## config.mk

```make
export PLATFORM = sky130hd
export DESIGN_NAME = uart_fifo_ctrl
export DESIGN_NICKNAME = d
export VERILOG_FILES = /design/src/rtl/uart_fq_pkg.sv /design/src/rtl/fq_cfg_reg.sv /design/src/rtl/fq_byte_ring.sv /design/src/rtl/fq_rx_timeout.sv /design/src/rtl/uart_fifo_ctrl.sv
export SDC_FILE = /design/constraint.sdc
export NUM_CORES = 1
export LEC_CHECK = 0
export BUFFER_PORTS_ARGS = -buffer_cell sky130_fd_sc_hd__buf_4
export CAP_MARGIN = 20
export CORE_MARGIN = 8
export CORE_UTILIZATION = 55
export CTS_CLUSTER_SIZE = 24
export DETAILED_ROUTE_END_ITERATION = 6
export PLACE_DENSITY_LB_ADDON = 0.12
export SLEW_MARGIN = 40
export SYNTH_ARGS = -nofsm -noshare
export SYNTH_HDL_FRONTEND = slang
export SYNTH_SLANG_ARGS = --single-unit
```

## constraint.sdc

```tcl
create_clock -name clk -period 3.9 [get_ports clk]
set_clock_uncertainty 0.15 [all_clocks]
set_input_delay 0.195 -clock clk [delete_from_list [all_inputs] [get_ports clk]]
set_output_delay 0.195 -clock clk [all_outputs]
set_load 0.05 [all_outputs]
```

## src/rtl/uart_fq_pkg.sv

```systemverilog
package uart_fq_pkg;

    localparam int FQ_DEPTH      = 16;
    localparam int FQ_DATA_W     = 8;
    localparam int FQ_TO_CHARS   = 4;
    localparam logic [7:0] FQ_CFG_KEEP = 8'hC9;

    typedef enum logic [1:0] {
        TRIG_ONE      = 2'b00,
        TRIG_FOUR     = 2'b01,
        TRIG_EIGHT    = 2'b10,
        TRIG_FOURTEEN = 2'b11
    } trig_code_e;

    typedef struct packed {
        trig_code_e trig;
        logic [1:0] spare;
        logic       dma_sel;
        logic       tx_clear;
        logic       rx_clear;
        logic       enable;
    } fq_cfg_t;

    function automatic int unsigned trig_bytes(trig_code_e code);
        case (code)
            TRIG_ONE:      return 1;
            TRIG_FOUR:     return 4;
            TRIG_EIGHT:    return 8;
            default:       return 14;
        endcase
    endfunction

endpackage

```

## src/rtl/fq_cfg_reg.sv

```systemverilog
module fq_cfg_reg
    import uart_fq_pkg::*;
#(
    parameter int CNT_W = 5
) (
    input  logic             clk,
    input  logic             rst,
    input  logic             wr,
    input  logic [7:0]       wdata,
    output logic [7:0]       cfg_q,
    output logic             en,
    output logic [CNT_W-1:0] trig_level,
    output logic             rx_flush,
    output logic             tx_flush
);
    fq_cfg_t stored;
    fq_cfg_t incoming;
    logic    en_toggle;

    assign incoming  = fq_cfg_t'(wdata);
    assign en_toggle = wr && (incoming.enable != stored.enable);
    assign rx_flush  = (wr && incoming.rx_clear) || en_toggle;
    assign tx_flush  = (wr && incoming.tx_clear) || en_toggle;

    always_ff @(posedge clk) begin
        if (rst) begin
            stored <= '0;
        end else if (wr) begin
            stored <= fq_cfg_t'(wdata & FQ_CFG_KEEP);
        end
    end

    assign cfg_q      = stored;
    assign en         = stored.enable;
    assign trig_level = stored.enable ? CNT_W'(trig_bytes(stored.trig)) : CNT_W'(1);

    a_r1_clear_bits_low: assert property (@(posedge clk) disable iff (rst)
        wr |=> (cfg_q[2:1] == 2'b00) && (cfg_q[5:4] == 2'b00));

endmodule

```

## src/rtl/fq_byte_ring.sv

```systemverilog
module fq_byte_ring #(
    parameter int DEPTH  = 16,
    parameter int DW     = 8,
    parameter int CNT_W  = $clog2(DEPTH + 1)
) (
    input  logic             clk,
    input  logic             rst,
    input  logic             flush,
    input  logic             single,
    input  logic             push,
    input  logic [DW-1:0]    wdata,
    input  logic             pop,
    output logic [DW-1:0]    rdata,
    output logic [CNT_W-1:0] count,
    output logic             pop_ok,
    output logic             push_drop
);
    localparam int PTR_W = (DEPTH > 1) ? $clog2(DEPTH) : 1;

    logic [DW-1:0]    store [DEPTH];
    logic [PTR_W-1:0] head;
    logic [PTR_W-1:0] tail;
    logic             full;
    logic             empty;
    logic             push_ok;

    function automatic logic [PTR_W-1:0] bump(logic [PTR_W-1:0] p);
        return (p == PTR_W'(DEPTH - 1)) ? '0 : p + PTR_W'(1);
    endfunction

    assign empty     = (count == '0);
    assign full      = single ? !empty : (count == CNT_W'(DEPTH));
    assign pop_ok    = pop && !empty;
    assign push_ok   = push && (!full || pop_ok);
    assign push_drop = push && !push_ok;
    assign rdata     = empty ? '0 : store[tail];

    always_ff @(posedge clk) begin
        if (rst || flush) begin
            head  <= '0;
            tail  <= '0;
            count <= '0;
        end else begin
            if (push_ok) head <= bump(head);
            if (pop_ok)  tail <= bump(tail);
            count <= count + CNT_W'(push_ok) - CNT_W'(pop_ok);
        end
    end

    always_ff @(posedge clk) begin
        if (push_ok && !flush) store[head] <= wdata;
    end

    a_r3_no_overflow: assert property (@(posedge clk) disable iff (rst)
        count <= CNT_W'(DEPTH));

    a_r4_drop_keeps_count: assert property (@(posedge clk) disable iff (rst)
        (push && full && !pop && !flush) |=> $stable(count));

    a_r9_empty_pop_idle: assert property (@(posedge clk) disable iff (rst)
        (pop && empty && !push && !flush) |=> (count == '0));

endmodule

```

## src/rtl/fq_rx_timeout.sv

```systemverilog
module fq_rx_timeout #(
    parameter int TO_CHARS = 4
) (
    input  logic clk,
    input  logic rst,
    input  logic enable,
    input  logic cancel,
    input  logic restart,
    input  logic ack,
    input  logic tick,
    input  logic has_data,
    output logic pending
);
    localparam int TW = $clog2(TO_CHARS + 1);

    logic [TW-1:0] ticks;
    logic          armed;

    always_ff @(posedge clk) begin
        if (rst || cancel || !enable) begin
            ticks   <= '0;
            armed   <= 1'b0;
            pending <= 1'b0;
        end else begin
            if (ack) pending <= 1'b0;
            if (restart) begin
                ticks <= '0;
                armed <= 1'b1;
            end else if (ack) begin
                armed <= 1'b0;
            end else if (armed && tick) begin
                if (ticks == TW'(TO_CHARS - 1)) begin
                    armed <= 1'b0;
                    if (has_data) pending <= 1'b1;
                end else begin
                    ticks <= ticks + TW'(1);
                end
            end
        end
    end

    a_r7_rise_after_tick: assert property (@(posedge clk) disable iff (rst)
        $rose(pending) |-> $past(tick));

    a_r8_cancel_drops: assert property (@(posedge clk) disable iff (rst)
        cancel |=> !pending);

endmodule

```

## src/rtl/uart_fifo_ctrl.sv

```systemverilog
module uart_fifo_ctrl
    import uart_fq_pkg::*;
#(
    parameter int DEPTH    = FQ_DEPTH,
    parameter int DW       = FQ_DATA_W,
    parameter int TO_CHARS = FQ_TO_CHARS,
    parameter int CNT_W    = $clog2(DEPTH + 1)
) (
    input  logic             clk,
    input  logic             rst,
    input  logic             cfg_wr,
    input  logic [7:0]       cfg_wdata,
    input  logic             host_tx_push,
    input  logic [DW-1:0]    host_tx_data,
    input  logic             host_rx_pop,
    output logic [DW-1:0]    host_rx_data,
    input  logic             line_rx_push,
    input  logic [DW-1:0]    line_rx_data,
    input  logic             line_rx_break,
    input  logic             line_tx_pop,
    output logic [DW-1:0]    line_tx_data,
    input  logic             line_tx_busy,
    input  logic             char_tick,
    output logic [7:0]       cfg_q,
    output logic             fifo_en,
    output logic [CNT_W-1:0] trig_level,
    output logic [CNT_W-1:0] rx_count,
    output logic [CNT_W-1:0] tx_count,
    output logic             rx_trig_hit,
    output logic             data_ready,
    output logic             break_flag,
    output logic             overrun,
    output logic             thr_empty,
    output logic             tx_empty,
    output logic             timeout_pend
);
    logic rx_flush, tx_flush;
    logic rx_pop_ok, rx_drop;
    logic tx_pop_ok, tx_drop;
    logic to_restart;

    fq_cfg_reg #(.CNT_W(CNT_W)) u_cfg (
        .clk        (clk),
        .rst        (rst),
        .wr         (cfg_wr),
        .wdata      (cfg_wdata),
        .cfg_q      (cfg_q),
        .en         (fifo_en),
        .trig_level (trig_level),
        .rx_flush   (rx_flush),
        .tx_flush   (tx_flush)
    );

    fq_byte_ring #(.DEPTH(DEPTH), .DW(DW), .CNT_W(CNT_W)) u_rx_ring (
        .clk       (clk),
        .rst       (rst),
        .flush     (rx_flush),
        .single    (!fifo_en),
        .push      (line_rx_push),
        .wdata     (line_rx_data),
        .pop       (host_rx_pop),
        .rdata     (host_rx_data),
        .count     (rx_count),
        .pop_ok    (rx_pop_ok),
        .push_drop (rx_drop)
    );

    fq_byte_ring #(.DEPTH(DEPTH), .DW(DW), .CNT_W(CNT_W)) u_tx_ring (
        .clk       (clk),
        .rst       (rst),
        .flush     (tx_flush),
        .single    (!fifo_en),
        .push      (host_tx_push),
        .wdata     (host_tx_data),
        .pop       (line_tx_pop),
        .rdata     (line_tx_data),
        .count     (tx_count),
        .pop_ok    (tx_pop_ok),
        .push_drop (tx_drop)
    );

    assign to_restart = line_rx_push || (rx_pop_ok && (rx_count > CNT_W'(1)));

    fq_rx_timeout #(.TO_CHARS(TO_CHARS)) u_timeout (
        .clk      (clk),
        .rst      (rst),
        .enable   (fifo_en),
        .cancel   (rx_flush),
        .restart  (to_restart),
        .ack      (rx_pop_ok),
        .tick     (char_tick),
        .has_data (rx_count != '0),
        .pending  (timeout_pend)
    );

    always_ff @(posedge clk) begin
        if (rst || rx_flush) begin
            overrun    <= 1'b0;
            break_flag <= 1'b0;
        end else begin
            if (rx_drop) overrun <= 1'b1;
            if (line_rx_break)
                break_flag <= 1'b1;
            else if (rx_pop_ok && (rx_count == CNT_W'(1)) && !line_rx_push)
                break_flag <= 1'b0;
        end
    end

    assign data_ready  = (rx_count != '0) || break_flag;
    assign rx_trig_hit = (rx_count >= trig_level);
    assign thr_empty   = (tx_count == '0);
    assign tx_empty    = thr_empty && !line_tx_busy;

    a_r6_toggle_empties: assert property (@(posedge clk) disable iff (rst)
        (cfg_wr && (cfg_wdata[0] != fifo_en)) |=> (rx_count == '0) && (tx_count == '0));

    a_r11_temt_needs_thre: assert property (@(posedge clk) disable iff (rst)
        tx_empty |-> thr_empty);

    a_r12_single_slot: assert property (@(posedge clk) disable iff (rst)
        !fifo_en |-> (rx_count <= CNT_W'(1)) && (tx_count <= CNT_W'(1)));

    a_r12_no_timeout_off: assert property (@(posedge clk) disable iff (rst)
        (!fifo_en && !$past(fifo_en)) |-> !timeout_pend);

    a_r4_overrun_sticky: assert property (@(posedge clk) disable iff (rst)
        (overrun && !cfg_wr) |=> overrun);

endmodule

```

* After elaboration in Yosys (flattened, before gate mapping) *
Memory sizes are Yosys's and may differ from the RTL's. A register that Yosys moved wholly into a read port is not among the register bits.
Index checks and enable logic that the tools add are counted.

word-level totals
  logic and storage cells = 114
  memory bits (writable) = 256
  register bits = 37
  output and inout bits = 47
  memories kept = 2
  input port bits = 34

memories
  name             depth  width  read ports  clocked after Yosys merged registers in  write ports  RTL line            source
  u_rx_ring.store  16     8      1           1                                        1            fq_byte_ring.sv:20  logic [DW-1:0] store [DEPTH];
  u_tx_ring.store  16     8      1           1                                        1            fq_byte_ring.sv:20

cells by class
  bitwise gates (word level) = 2
  multiplexer cells = 30
  reduce and logical (&&, ||, !) cells = 44
  order comparisons = 2
  $add $sub $neg = 9
  equality and inequality tests = 11

operators by type and width
  cell                                                                   count
  4-bit 2-to-1 mux                                                       9
  1-bit 2-to-1 mux                                                       18
  4-bit by 1-bit adder with 4-bit output, second input constant          4
  4-bit equality test, second input constant                             4
  8-bit 2-to-1 mux                                                       2
  1-bit logical AND                                                      15
  4-bit case mux with 3 select lines                                     1
  5-bit by 1-bit adder with 5-bit output                                 2
  5-bit equality test, second input constant                             2
  1-bit logical NOT                                                      10
  5-bit logical NOT                                                      2
  5-bit by 1-bit subtractor with 5-bit output                            2
  1-bit logical OR                                                       9
  3-bit nonzero test                                                     2
  5-bit by 1-bit equality test with 1-bit output, second input constant  1
  5-bit greater-or-equal comparator                                      1
  5-bit by 1-bit > comparator with 1-bit output, second input constant   1
  5-bit nonzero test                                                     1
  3-bit by 1-bit adder with 3-bit output, second input constant          1
  3-bit by 2-bit equality test with 1-bit output, second input constant  1
  3-bit AND reduction                                                    1
  2-bit by 1-bit equality test with 1-bit output, second input constant  1
  2-bit equality test, second input constant                             1
  2-bit logical NOT                                                      1
  other kinds (5)                                                        6

* Longest topological paths before layout *
Gate-level depths: netlist of run 1.

  depth in word-level cells = 9
  mapped depth = 14
  gate-level depth less buffers = 13

* Modules after synthesis *
A second synthesis of run 1 with hierarchy kept.

unflattened totals
  cells, all modules = 734
  area total of the unflattened synthesis = 12,714.7 um2

by module, submodules not included
  module                    cells each  seq. area each (um2)  area each (um2)  times used
  fq_byte_ring (u_rx_ring)  324         4,184.0               5,997.0          1
  fq_byte_ring (u_tx_ring)  327         4,184.0               5,993.2          1
  uart_fifo_ctrl            32          40.0                  242.7            1
  fq_rx_timeout             24          100.1                 241.5            1
  fq_cfg_reg                27          80.1                  240.2            1

* Least setup slack after synthesis of run 1 *
Ideal clock, no wire load.

  kind = reg-to-output
  start = register u_tx_ring.count[2]
  end = output line_tx_data[0]
  arrival = 3.177 ns
  path buffers = 1
  stages on the path, launching flop included = 7
  path slack = 0.378 ns
  data required time = 3.555 ns
  cell sequence = dfxtp_1 inv_1 ha_1 or4b_2 clkbuf_1 clkinv_1 a211oi_1

between the ends
  cells in the longest elaborated chain, start to end = 2

ends and longest elaborated chain
  what                    RTL line              source
  start, declared         fq_byte_ring.sv:14    output logic [CNT_W-1:0] count,
  start signal, assigned  fq_byte_ring.sv:46    count <= count + CNT_W'(push_ok) - CNT_W'(pop_ok);
  5-bit logical NOT       -
  named net thr_empty     uart_fifo_ctrl.sv:33  output logic thr_empty,
  8-bit 2-to-1 mux        fq_byte_ring.sv:36    assign rdata = empty ? '0 : store[tail];
  end, declared           uart_fifo_ctrl.sv:21  output logic [DW-1:0] line_tx_data,

The timed path passes the listed nets, and every way through them passes these cells.

* Worst setup path in the final report of run 1 *
  start = register u_rx_ring.count[3]
  end = register u_rx_ring.count[4]

between the ends
  elaborated cells between the ends (all ways) = 10
  classes of those cells = 2 x add/sub; 1 x eq/ne; 1 x mux; 6 x reduce/logical

RTL lines
  what                                             RTL line              source
  start, declared                                  fq_byte_ring.sv:14
  start signal, assigned                           fq_byte_ring.sv:46
  5-bit logical NOT (*)                            fq_byte_ring.sv:31    assign empty = (count == '0);
  1-bit logical NOT (*)                            fq_byte_ring.sv:33    assign pop_ok = pop && !empty;
  1-bit logical AND (*)                            fq_byte_ring.sv:33
  named net rx_pop_ok                              uart_fifo_ctrl.sv:38  logic rx_pop_ok, rx_drop;
  1-bit logical OR                                 fq_byte_ring.sv:34    assign push_ok = push && (!full || pop_ok);
  1-bit logical AND                                fq_byte_ring.sv:34
  5-bit by 1-bit adder with 5-bit output           fq_byte_ring.sv:46
  5-bit by 1-bit subtractor with 5-bit output (*)  fq_byte_ring.sv:46

The timed path passes the listed nets; every way through them passes the cells marked *.
A chain may end at the register's enable or synchronous reset.

==> results of run 1 <==
-- cells in the mapped netlist, types with 12 or more instances --
cell / instances / area [µm²]
edfxtp_1: 256 / 7690
mux4_2: 64 / 1440
dfxtp_1: 45 / 901
nor2_1: 39 / 146
a211oi_1: 34 / 255
ha_1: 30 / 375
inv_1: 27 / 101
a21oi_1: 24 / 120
nand2_1: 24 / 90.1
mux2i_1: 22 / 220
nor2b_1: 20 / 125
buf_2: 19 / 95.1
and3_1: 17 / 106
clkbuf_1: 13 / 48.8
nand3_1: 12 / 60.1
-- metal layers --
metal	share of wire	track usage	up-vias
met2	0.48	0.289	170
met1	0.45	0.252	3515
met5	0	0	-
met3	0.050	0.0331	33
met4	0.013	0.0325	0
li1	-	-	3139
-- through the flow --
step / power, W / util / setup WS, ns / area [µm²]
detailed placement: 0.00604 / 0.592 / 0.643 / 13300
global route: 0.00921 / 0.652 / 0.428 / 14700
CTS: 0.00891 / 0.651 / 0.616 / 14700
global placement: 0.00599 / 0.592 / 0.679 / 13300
floorplan: 0.00539 / - / 0.378 / 12500
finish: 0.00884 / 0.652 / 0.628 / 14700
-- placed cells by master (no fill, tap or decap), types with 5 or more instances in the layout --
cell           Yosys  layout
and3_1            17      17
a21o_1             6       6
mux2i_1           22      22
nand4_1            5       5
xor2_1             6       6
inv_1             27      27
nor2_2             0       7
nand3_1           12      12
nor2b_1           20      20
mux4_2            64      64
nor3_1             6       6
o21ai_0           10      10
conb_1             1       5
dlygate4sd3_1      0      34
ha_1              30      30
clkinv_2           0       5
dfxtp_1           45      42
clkbuf_16          0      31
a211oi_1          34      34
clkinv_1           1      10
buf_4              8      88
nand2_1           24      24
a21oi_1           24      23
or3_1              5       5
nor2_1            39      32
edfxtp_1         256     256
nand2b_1           7       7
-- path summary, 6_finish.rpt --
check                     start                 end  slack, ns  cells after the start
max          u_rx_ring.count[3]  u_rx_ring.count[4]       0.63                     13
min                cfg_wdata[2]  u_tx_ring.count[0]       0.06                      4
max reg2reg  u_rx_ring.count[3]  u_rx_ring.count[4]       0.63                     13
min reg2reg             overrun             overrun       0.35                      2
-- power breakdown --
| part | total, W | internal (W) | switching (W) |
|---|---|---|---|
| combinational | 0.00229 | 0.000829 | 0.00146 |
| clock | 0.00285 | 0.00170 | 0.00115 |
| sequential | 0.00370 | 0.00359 | 0.000107 |
-- critical path, cell delays in order (launching register included) --
cell	delay, ns
dfxtp_1	0.32
inv_1	0.13
ha_1	0.20
or4b_1	0.59
nand2_1	0.21
inv_1	0.10
ha_1	0.27
inv_1	0.03
ha_1	0.20
fa_1	0.41
nand2b_1	0.09
a21oi_1	0.07
or3_1	0.30
a21oi_1	0.14
-- cell families (layout without fill, tap and decap cells) --
family / Yosys count / count (layout) / share of synthesized area
buffers and inverters: 73 / 205 / 0.0263
AO/OA/AOI/OAI: 91 / 91 / 0.0494
AND/OR/NAND/NOR: 152 / 152 / 0.0637
adder cells (fa/ha/maj): 32 / 32 / 0.0332
other: 1 / 5 / 0.000300
flip-flops: 301 / 301 / 0.686
XOR/XNOR: 10 / 10 / 0.00700
multiplexers: 87 / 87 / 0.134
-- layout make-up --
cell class                 count  area (µm²)
sequential                   301        8590
multi-input combinational    377        3640
clock buffer                  35         791
clock inverter                20         195
fill                        1525        7830
timing repair buffer         122        1000
tap                          285         357
inverter                      28         105
-- sequential cells by signal (all words and copies together), names as in the netlist, 3 cells and up, named ones only --
register / cells
u_rx_ring.store: 128
u_tx_ring.store: 128
u_rx_ring.count: 5
u_tx_ring.count: 5
u_rx_ring.head: 4
u_rx_ring.tail: 4
u_tx_ring.head: 4
u_tx_ring.tail: 4
u_cfg.cfg_q: 3
u_timeout.ticks: 3
==> results_dict.tcl, run 1 <==
set metrics [dict create \
    status "completed" \
    row_count 55 \
    synth-seq-area-share 0.686 \
    post_cts_setup_buffers 0 \
    fp.coreArea_um2 22500 \
    synth_area_per_inst_um2 16.7 \
    yosys_most_used_dff "edfxtp_1" \
    cts_resized 0 \
    ys_seq_elements 301 \
    grt_antenna_before_repair 0 \
    yosysWarnings 0 \
    count_of_final_max_slew_check_failures 0 \
    ys_types 53 \
    timing.fmax_ghz 0.306 \
    ir_worst_vdd_v 0.000710 \
    io_buffers 73 \
    area_grow_syn2layout_pct 17.3 \
    clk_pin_slew_worst_paths_ns 0.06 \
    timing.slew.headroom 0.442 \
    io_pins 81 \
    instances_no_fill 1168 \
    cts_made_buffers 30 \
    timing.critical_path.from_type "flip-flop" \
    cts_tree "yes" \
    synth_cells 747 \
    finalHoldViolations 0 \
    gp_congestion 0.808 \
    track_usage 0.179 \
    pwr_density_cell_nw_per_um2 602 \
    grt-ovfl-total 0 \
    synth_area_um2 12500 \
    worst-slew-pin-transition_ns 0.834 \
    floorplan.die.height_um 167 \
    timing.setup.critical_path_class "flip-flop to flip-flop" \
    final_nets 926 \
    first_global_vias 7231 \
    cts.htree.levels 1 \
    crit_path_end_kind "flip-flop" \
    grt_first_pass_wirelength_um 39700 \
    antenna_cells_inserted 0 \
    leakage_nw 4.97 \
    clock_tree.buffer_depth 3 \
    initial_core_util 0.556 \
    routedWlPerCell_um 21.3 \
    firstDrtPassIters 5 \
    final.min_clock_period_ns 3.27 \
    route.detailed.drc 0 \
    vias 6857 \
    synth_edf_count 256 \
    setup_viol 0 \
    route.antenna.remaining_nets 0 \
    violation_count_after_the_first_detailed_routing_iteration 584 \
    holdCritPathClass "input port to flip-flop" \
    cts_num_sinks 301 \
    clock_latency_ns 0.55 \
    grt_start_max_net_pins 33 \
    cts_hold_buffers 34 \
    vias_per_cell 5.87 \
    drive_gt1_frac 0.241 \
    dp.cells 1079 \
    synth_async_sr_flop_share 0 \
    worstPathMaxFanout 6 \
    cp.arrival_ns 3.59 \
    timing.critical_path.required_ns 4.22 \
    rsz0062_at_grt "false" \
    fin_crit_sh 0.839 \
    fin_tns_setup_ns 0 \
    dp_hpwl_um 16700 \
    cap_viol_max_count 0 \
    die_area_um2 27800 \
    fp.dieW_um 167 \
    detailed_route_wire_length_um 24900 \
    cts-root-buf "clkbuf_16" \
    hold_ws_ns 0.0577 \
]
(Power assumes the default switching activity.)
==> run 2, diff against run 1 <==
==> constraint.sdc (replaced) <==
create_clock -name clk -period 3.3 [get_ports clk]
set_clock_uncertainty 0.15 [all_clocks]
set_input_delay 0.165 -clock clk [delete_from_list [all_inputs] [get_ports clk]]
set_output_delay 0.165 -clock clk [all_outputs]
set_load 0.05 [all_outputs]
==> run 2 against run 1 <==
  * Core utilization rose by 0.48 points
  * Final cell count increased by 1.4%
  * First-iteration DRC count is 7.4% higher
  * Hold slack lost 0.027 ns
  * Sequential share of layout area down 0.44 points
  * Die area stayed put
  * Non-clock buffer count grew 15
  * Setup slack lost 0.43 ns
  * Largest power group unchanged
==> results_dict.tcl, run 2 (synthesized netlist as in run 1, its figures left out) <==
set metrics [dict create \
    cp.arrival_ns 2.78 \
    seqCellArea_um2 8590 \
    holdCritPathClass "input port to flip-flop" \
    holdCritStartpoint "cfg_wdata[2]" \
    io_pins 81 \
    timing.setup.critical_path_class "flip-flop to output pin" \
    route.antenna.remaining_nets 0 \
    rsz0062_at_grt "false" \
    multiInputGateArea_um2 3630 \
    track_usage 0.179 \
    grt_antenna_before_repair 0 \
    final_nets 941 \
    timing.critical_path.required_ns 2.98 \
    internal-power_w 0.00723 \
    floorplan.die.height_um 167 \
    reg_top3 "u_rx_ring.store x128, u_tx_ring.store x128" \
    power.combinational.fraction 0.265 \
    vias 6929 \
    first_global_vias 7307 \
    initial_core_util 0.556 \
    cts.htree.levels 1 \
    io_buffers 73 \
    dp.cells 1093 \
    fp.coreArea_um2 22500 \
    setup_viol 0 \
    crit_path_cell_trace "mux4_2, nor2b_1, a211oi_1, a211oi_1, buf_4" \
    fp.dieW_um 167 \
    timing.critical_path.from_type "flip-flop" \
    seqPwrFrac 0.417 \
    clk_pin_slew_worst_paths_ns 0.06 \
    cts_made_buffers 30 \
    die_area_um2 27800 \
    post_cts_setup_buffers 0 \
    dp_hpwl_um 16800 \
    antenna_cells_inserted 0 \
    total_switching_power_w 0.00323 \
    mostFrequentLayoutCells "edfxtp_1 (256), buf_4 (101), mux4_2 (64)" \
    final_common_cell "edfxtp_1" \
    firstDrtPassIters 5 \
    clock_tree.buffer_depth 3 \
    crit_path_end_kind "output pin" \
    worstReg2RegStart "u_rx_ring.count[2]" \
    gp_congestion 0.786 \
    cap_viol_max_count 0 \
    cts_tree "yes" \
    pwr_density_cell_nw_per_um2 707 \
    design_area_um2 14800 \
    worst-slew-pin-transition_ns 0.835 \
    instances_no_fill 1184 \
    power_frac_clock 0.318 \
    timing.slew.headroom 0.442 \
    count_of_final_max_slew_check_failures 0 \
    route.detailed.drc 0 \
    cts-root-buf "clkbuf_16" \
    cpPeakStageDelay_ns 0.71 \
    timing.fmax_ghz 0.323 \
    violation_count_after_the_first_detailed_routing_iteration 627 \
    critPathTopFamily "flip-flops" \
    area_grow_syn2layout_pct 18.2 \
    final_core_util 0.657 \
    grt_first_pass_wirelength_um 39800 \
    row_count 55 \
    grt-ovfl-total 0 \
    place_area_um2 13400 \
    cp.buffers_inverters 1 \
    grt_start_max_net_pins 33 \
    leakage_nw 5.04 \
    switching_share 0.309 \
    status "completed" \
    cts_num_sinks 301 \
    detailed_route_wire_length_um 24900 \
    clock_latency_ns 0.55 \
    critical_path.slowest_cell "dfxtp_2" \
    finalHoldViolations 0 \
    routedWlPerCell_um 21.0 \
    fin_crit_sh 0.939 \
    ir_worst_vdd_v 0.000615 \
    fill_cells 1513 \
    vias_per_cell 5.85 \
    drive_gt1_frac 0.248 \
    worstPathMaxFanout 17 \
    critical_path.most_common_cell "a211oi_1" \
    final.min_clock_period_ns 3.10 \
]
-- run 2: area by class of cell --
type,count,share of cell area
Tap cell,285,0.0241
Timing Repair Buffer,137,0.0763
Clock buffer,42,0.0558
Inverter,28,0.00711
Sequential cell,301,0.581
Clock inverter,14,0.0102
Multi-Input combinational cell,377,0.245
-- run 2: worst register-to-register path, stage by stage, from the launching register on --
cell	delay, ns
dfxtp_1	0.36
inv_2	0.09
ha_1	0.16
or4b_4	0.47
nand2_2	0.13
inv_1	0.08
ha_1	0.28
inv_1	0.04
ha_1	0.20
fa_1	0.41
nand2b_1	0.09
a21oi_1	0.07
or3_1	0.33
a21oi_2	0.16
-- run 2: through the flow --
stage / TNS [ns] / worst slack (ns) / total power (W) / hold slack, ns
detailed placement: 0 / 0.140 / 0.00717 / 0.233
global placement: 0 / 0.259 / 0.00710 / 0.225
finish: 0 / 0.201 / 0.0105 / 0.0304
CTS: 0 / 0.126 / 0.0105 / 0.00773
floorplan: -1.54 / -0.192 / 0.00637 / 0.114
global route: 0 / 0.0160 / 0.0109 / 0.0412
-- run 2: repair_timing --
item / CTS / global route
hold buffers: 35 / 0
gates resized for setup: 0 / 5
setup endpoints to repair: 0 / 1
hold endpoints to repair: 291 / 0
-- run 2: path summary, 6_finish.rpt --
check	to	slack, ns	depth (start not counted)
worst max-delay path	host_rx_data[6]	0.20	5
worst min-delay path	u_tx_ring.count[0]	0.03	4
worst max register to register	u_rx_ring.count[4]	0.21	13
worst min register to register	overrun	0.34	2
-- run 2: metal layers --
layer,up-vias,GRT usage,share of wire
met5,-,0,0
met4,0,0.0415,0.020
met3,49,0.0348,0.062
met2,200,0.295,0.49
met1,3509,0.242,0.43
li1,3171,-,-
-- run 2: power by group through the flow --
stage,clock (W),combinational (W),sequential (W)
after floorplan,0,0.00181,0.00457
after global placement,0,0.00267,0.00443
after detailed placement,0,0.00273,0.00444
after CTS,0.00340,0.00278,0.00436
after global routing,0.00353,0.00300,0.00438
final,0.00332,0.00278,0.00436
==> run 3, diff against run 2 <==
--- a/config.mk
+++ b/config.mk
@@ -11,8 +11,10 @@
 export CORE_UTILIZATION = 55
 export CTS_CLUSTER_SIZE = 24
 export DETAILED_ROUTE_END_ITERATION = 6
+export GPL_ROUTABILITY_DRIVEN = 0
 export PLACE_DENSITY_LB_ADDON = 0.12
 export SLEW_MARGIN = 40
 export SYNTH_ARGS = -nofsm -noshare
 export SYNTH_HDL_FRONTEND = slang
+export SYNTH_HIERARCHICAL = 1
 export SYNTH_SLANG_ARGS = --single-unit
==> run 3 against run 2 <==
  * Final cell count decreased by 0.84%
  * Fmax decreased by 0.23%
  * Global-route usage increased by 0.14 points
  * Setup slack got worse by 0.0073 ns
  * Sequential power about the same
  * Count of clock-buffer cells in the layout increased by 2
  * First-iteration DRC count decreased by 36%
==> results_dict.tcl, run 3 <==
set metrics [dict create \
    status "completed" \
    grt_antenna_before_repair 0 \
    antenna_cells_inserted 0 \
    cap_viol_max_count 0 \
    synth_area_per_inst_um2 17.3 \
    cts_made_buffers 30 \
    grt_first_pass_wirelength_um 39900 \
    yosysWarnings 6 \
    io_pins 81 \
    finalHoldViolations 0 \
    count_of_final_max_slew_check_failures 0 \
    die_area_um2 28200 \
    route.antenna.remaining_nets 0 \
    place_area_um2 13600 \
    timing.critical_path.required_ns 3.57 \
    timing.critical_path.from_type "flip-flop" \
    timing.fmax_ghz 0.322 \
    holdCritPathClass "input port to flip-flop" \
    first_global_vias 7189 \
    cts.htree.levels 1 \
    setup_viol 0 \
    clock_latency_ns 0.54 \
    worst-slew-pin-transition_ns 0.703 \
    detailed_route_wire_length_um 25400 \
    worstPathMaxFanout 9 \
    design_area_um2 14900 \
    dp.cells 1082 \
    routedWlPerCell_um 21.6 \
    ir_worst_vdd_v 0.000723 \
    clk_pin_slew_worst_paths_ns 0.06 \
    crit_path_end_kind "flip-flop" \
    final_critical_path_setup_slack_ns 0.194 \
    cts-root-buf "clkbuf_16" \
    holdCritStartpoint "line_tx_pop" \
    floorplan.die.height_um 168 \
    timing.setup.critical_path_class "flip-flop to flip-flop" \
    grt-ovfl-total 0 \
    cts_tree "yes" \
    area_grow_syn2layout_pct 17.4 \
    instances_no_fill 1174 \
    fin_crit_sh 0.941 \
    fp.dieW_um 168 \
    final_nets 930 \
    synth_cells 733 \
    vias_per_cell 5.75 \
    reg_top3 "u_rx_ring/store x128, u_tx_ring/store x128" \
    worstReg2RegStart "u_rx_ring/count[2]" \
    timing.slew.headroom 0.531 \
    post_cts_setup_buffers 0 \
    dp_hpwl_um 16600 \
    total_power_w 0.0106 \
    vias 6755 \
    pwr_density_cell_nw_per_um2 710 \
    drive_gt1_frac 0.245 \
    route.detailed.drc 0 \
    row_count 55 \
    cts_num_sinks 301 \
    critPathLaunch "u_rx_ring/count[2]" \
    io_buffers 73 \
    final_common_cell "edfxtp_1" \
    fp.coreArea_um2 22600 \
    mostFrequentLayoutCells "edfxtp_1 (256), buf_4 (101), mux4_2 (46)" \
    leakage_nw 5.09 \
    grt_start_max_net_pins 33 \
    cp.arrival_ns 3.38 \
    initial_core_util 0.561 \
    violation_count_after_the_first_detailed_routing_iteration 402 \
    firstDrtPassIters 5 \
    synth_area_um2 12700 \
    track_usage 0.180 \
    hold_ws_ns 0.0245 \
    clock_tree.buffer_depth 3 \
    dp_slack_ns 0.225 \
    final.min_clock_period_ns 3.11 \
]
-- run 3: cell types whose count changed in the layout (fill, tap and decap cells not counted), sizes merged, moves of 7 or more --
cell    previous run  this run
a21oi             24        14
and3              17         1
nand2b             7        17
nor3               7        17
nor2              39        22
and2               5        21
mux2i             22        29
-- run 3: path summary, 6_finish.rpt --
path | cells past startpoint | slack [ns] | end
max | 13 | 0.19 | u_rx_ring/count[4]
max reg2reg | 13 | 0.19 | u_rx_ring/count[4]
min | 4 | 0.02 | u_tx_ring/tail[3]
min reg2reg | 1 | 0.37 | flip-flop
-- run 3: critical path, stage by stage (launching register included) --
cell	delay (ns)
dfxtp_2	0.35
inv_1	0.08
ha_1	0.17
nor4b_4	0.55
nor2b_1	0.14
ha_1	0.30
inv_1	0.06
ha_1	0.16
inv_1	0.05
fa_1	0.38
nand2b_1	0.19
a21oi_1	0.18
o21ai_0	0.09
nor3b_1	0.14
-- run 3: timing repair --
item                                   CTS  global route
setup endpoints to repair                0             1
endpoints found under the hold margin  282             0
gates resized for setup                  0             1
hold buffers                            36             0
-- run 3: metal layers --
metal / vias up / share of wire / track usage
met5: - / 0 / 0
met1: 3436 / 0.42 / 0.227
met2: 124 / 0.52 / 0.318
met3: 43 / 0.037 / 0.0281
met4: 0 / 0.020 / 0.0501
li1: 3152 / - / -
-- run 3: per-stage QoR --
stage	setup TNS, ns	util
after CTS	0	0.659
after detailed placement	0	0.599
after global placement	0	0.599
after floorplan	0	-
after global routing	-0.00359	0.659
final	0	0.659
-- run 3: cell type report --
type	count	area, µm²
Sequential cell	301	8590
Fill cell	1517	7720
Multi-Input combinational cell	364	3730
Timing Repair Buffer	138	1140
Clock buffer	44	875
Tap cell	285	357
Inverter	30	113
Clock inverter	12	105
-- run 3: power by group --
group          internal, W  total (W)  switching, W  leakage (nW)
combinational      0.00106    0.00290       0.00184          1.93
sequential         0.00425    0.00438      0.000131          2.67
clock              0.00198    0.00330       0.00133         0.482
total              0.00729     0.0106       0.00329          5.09
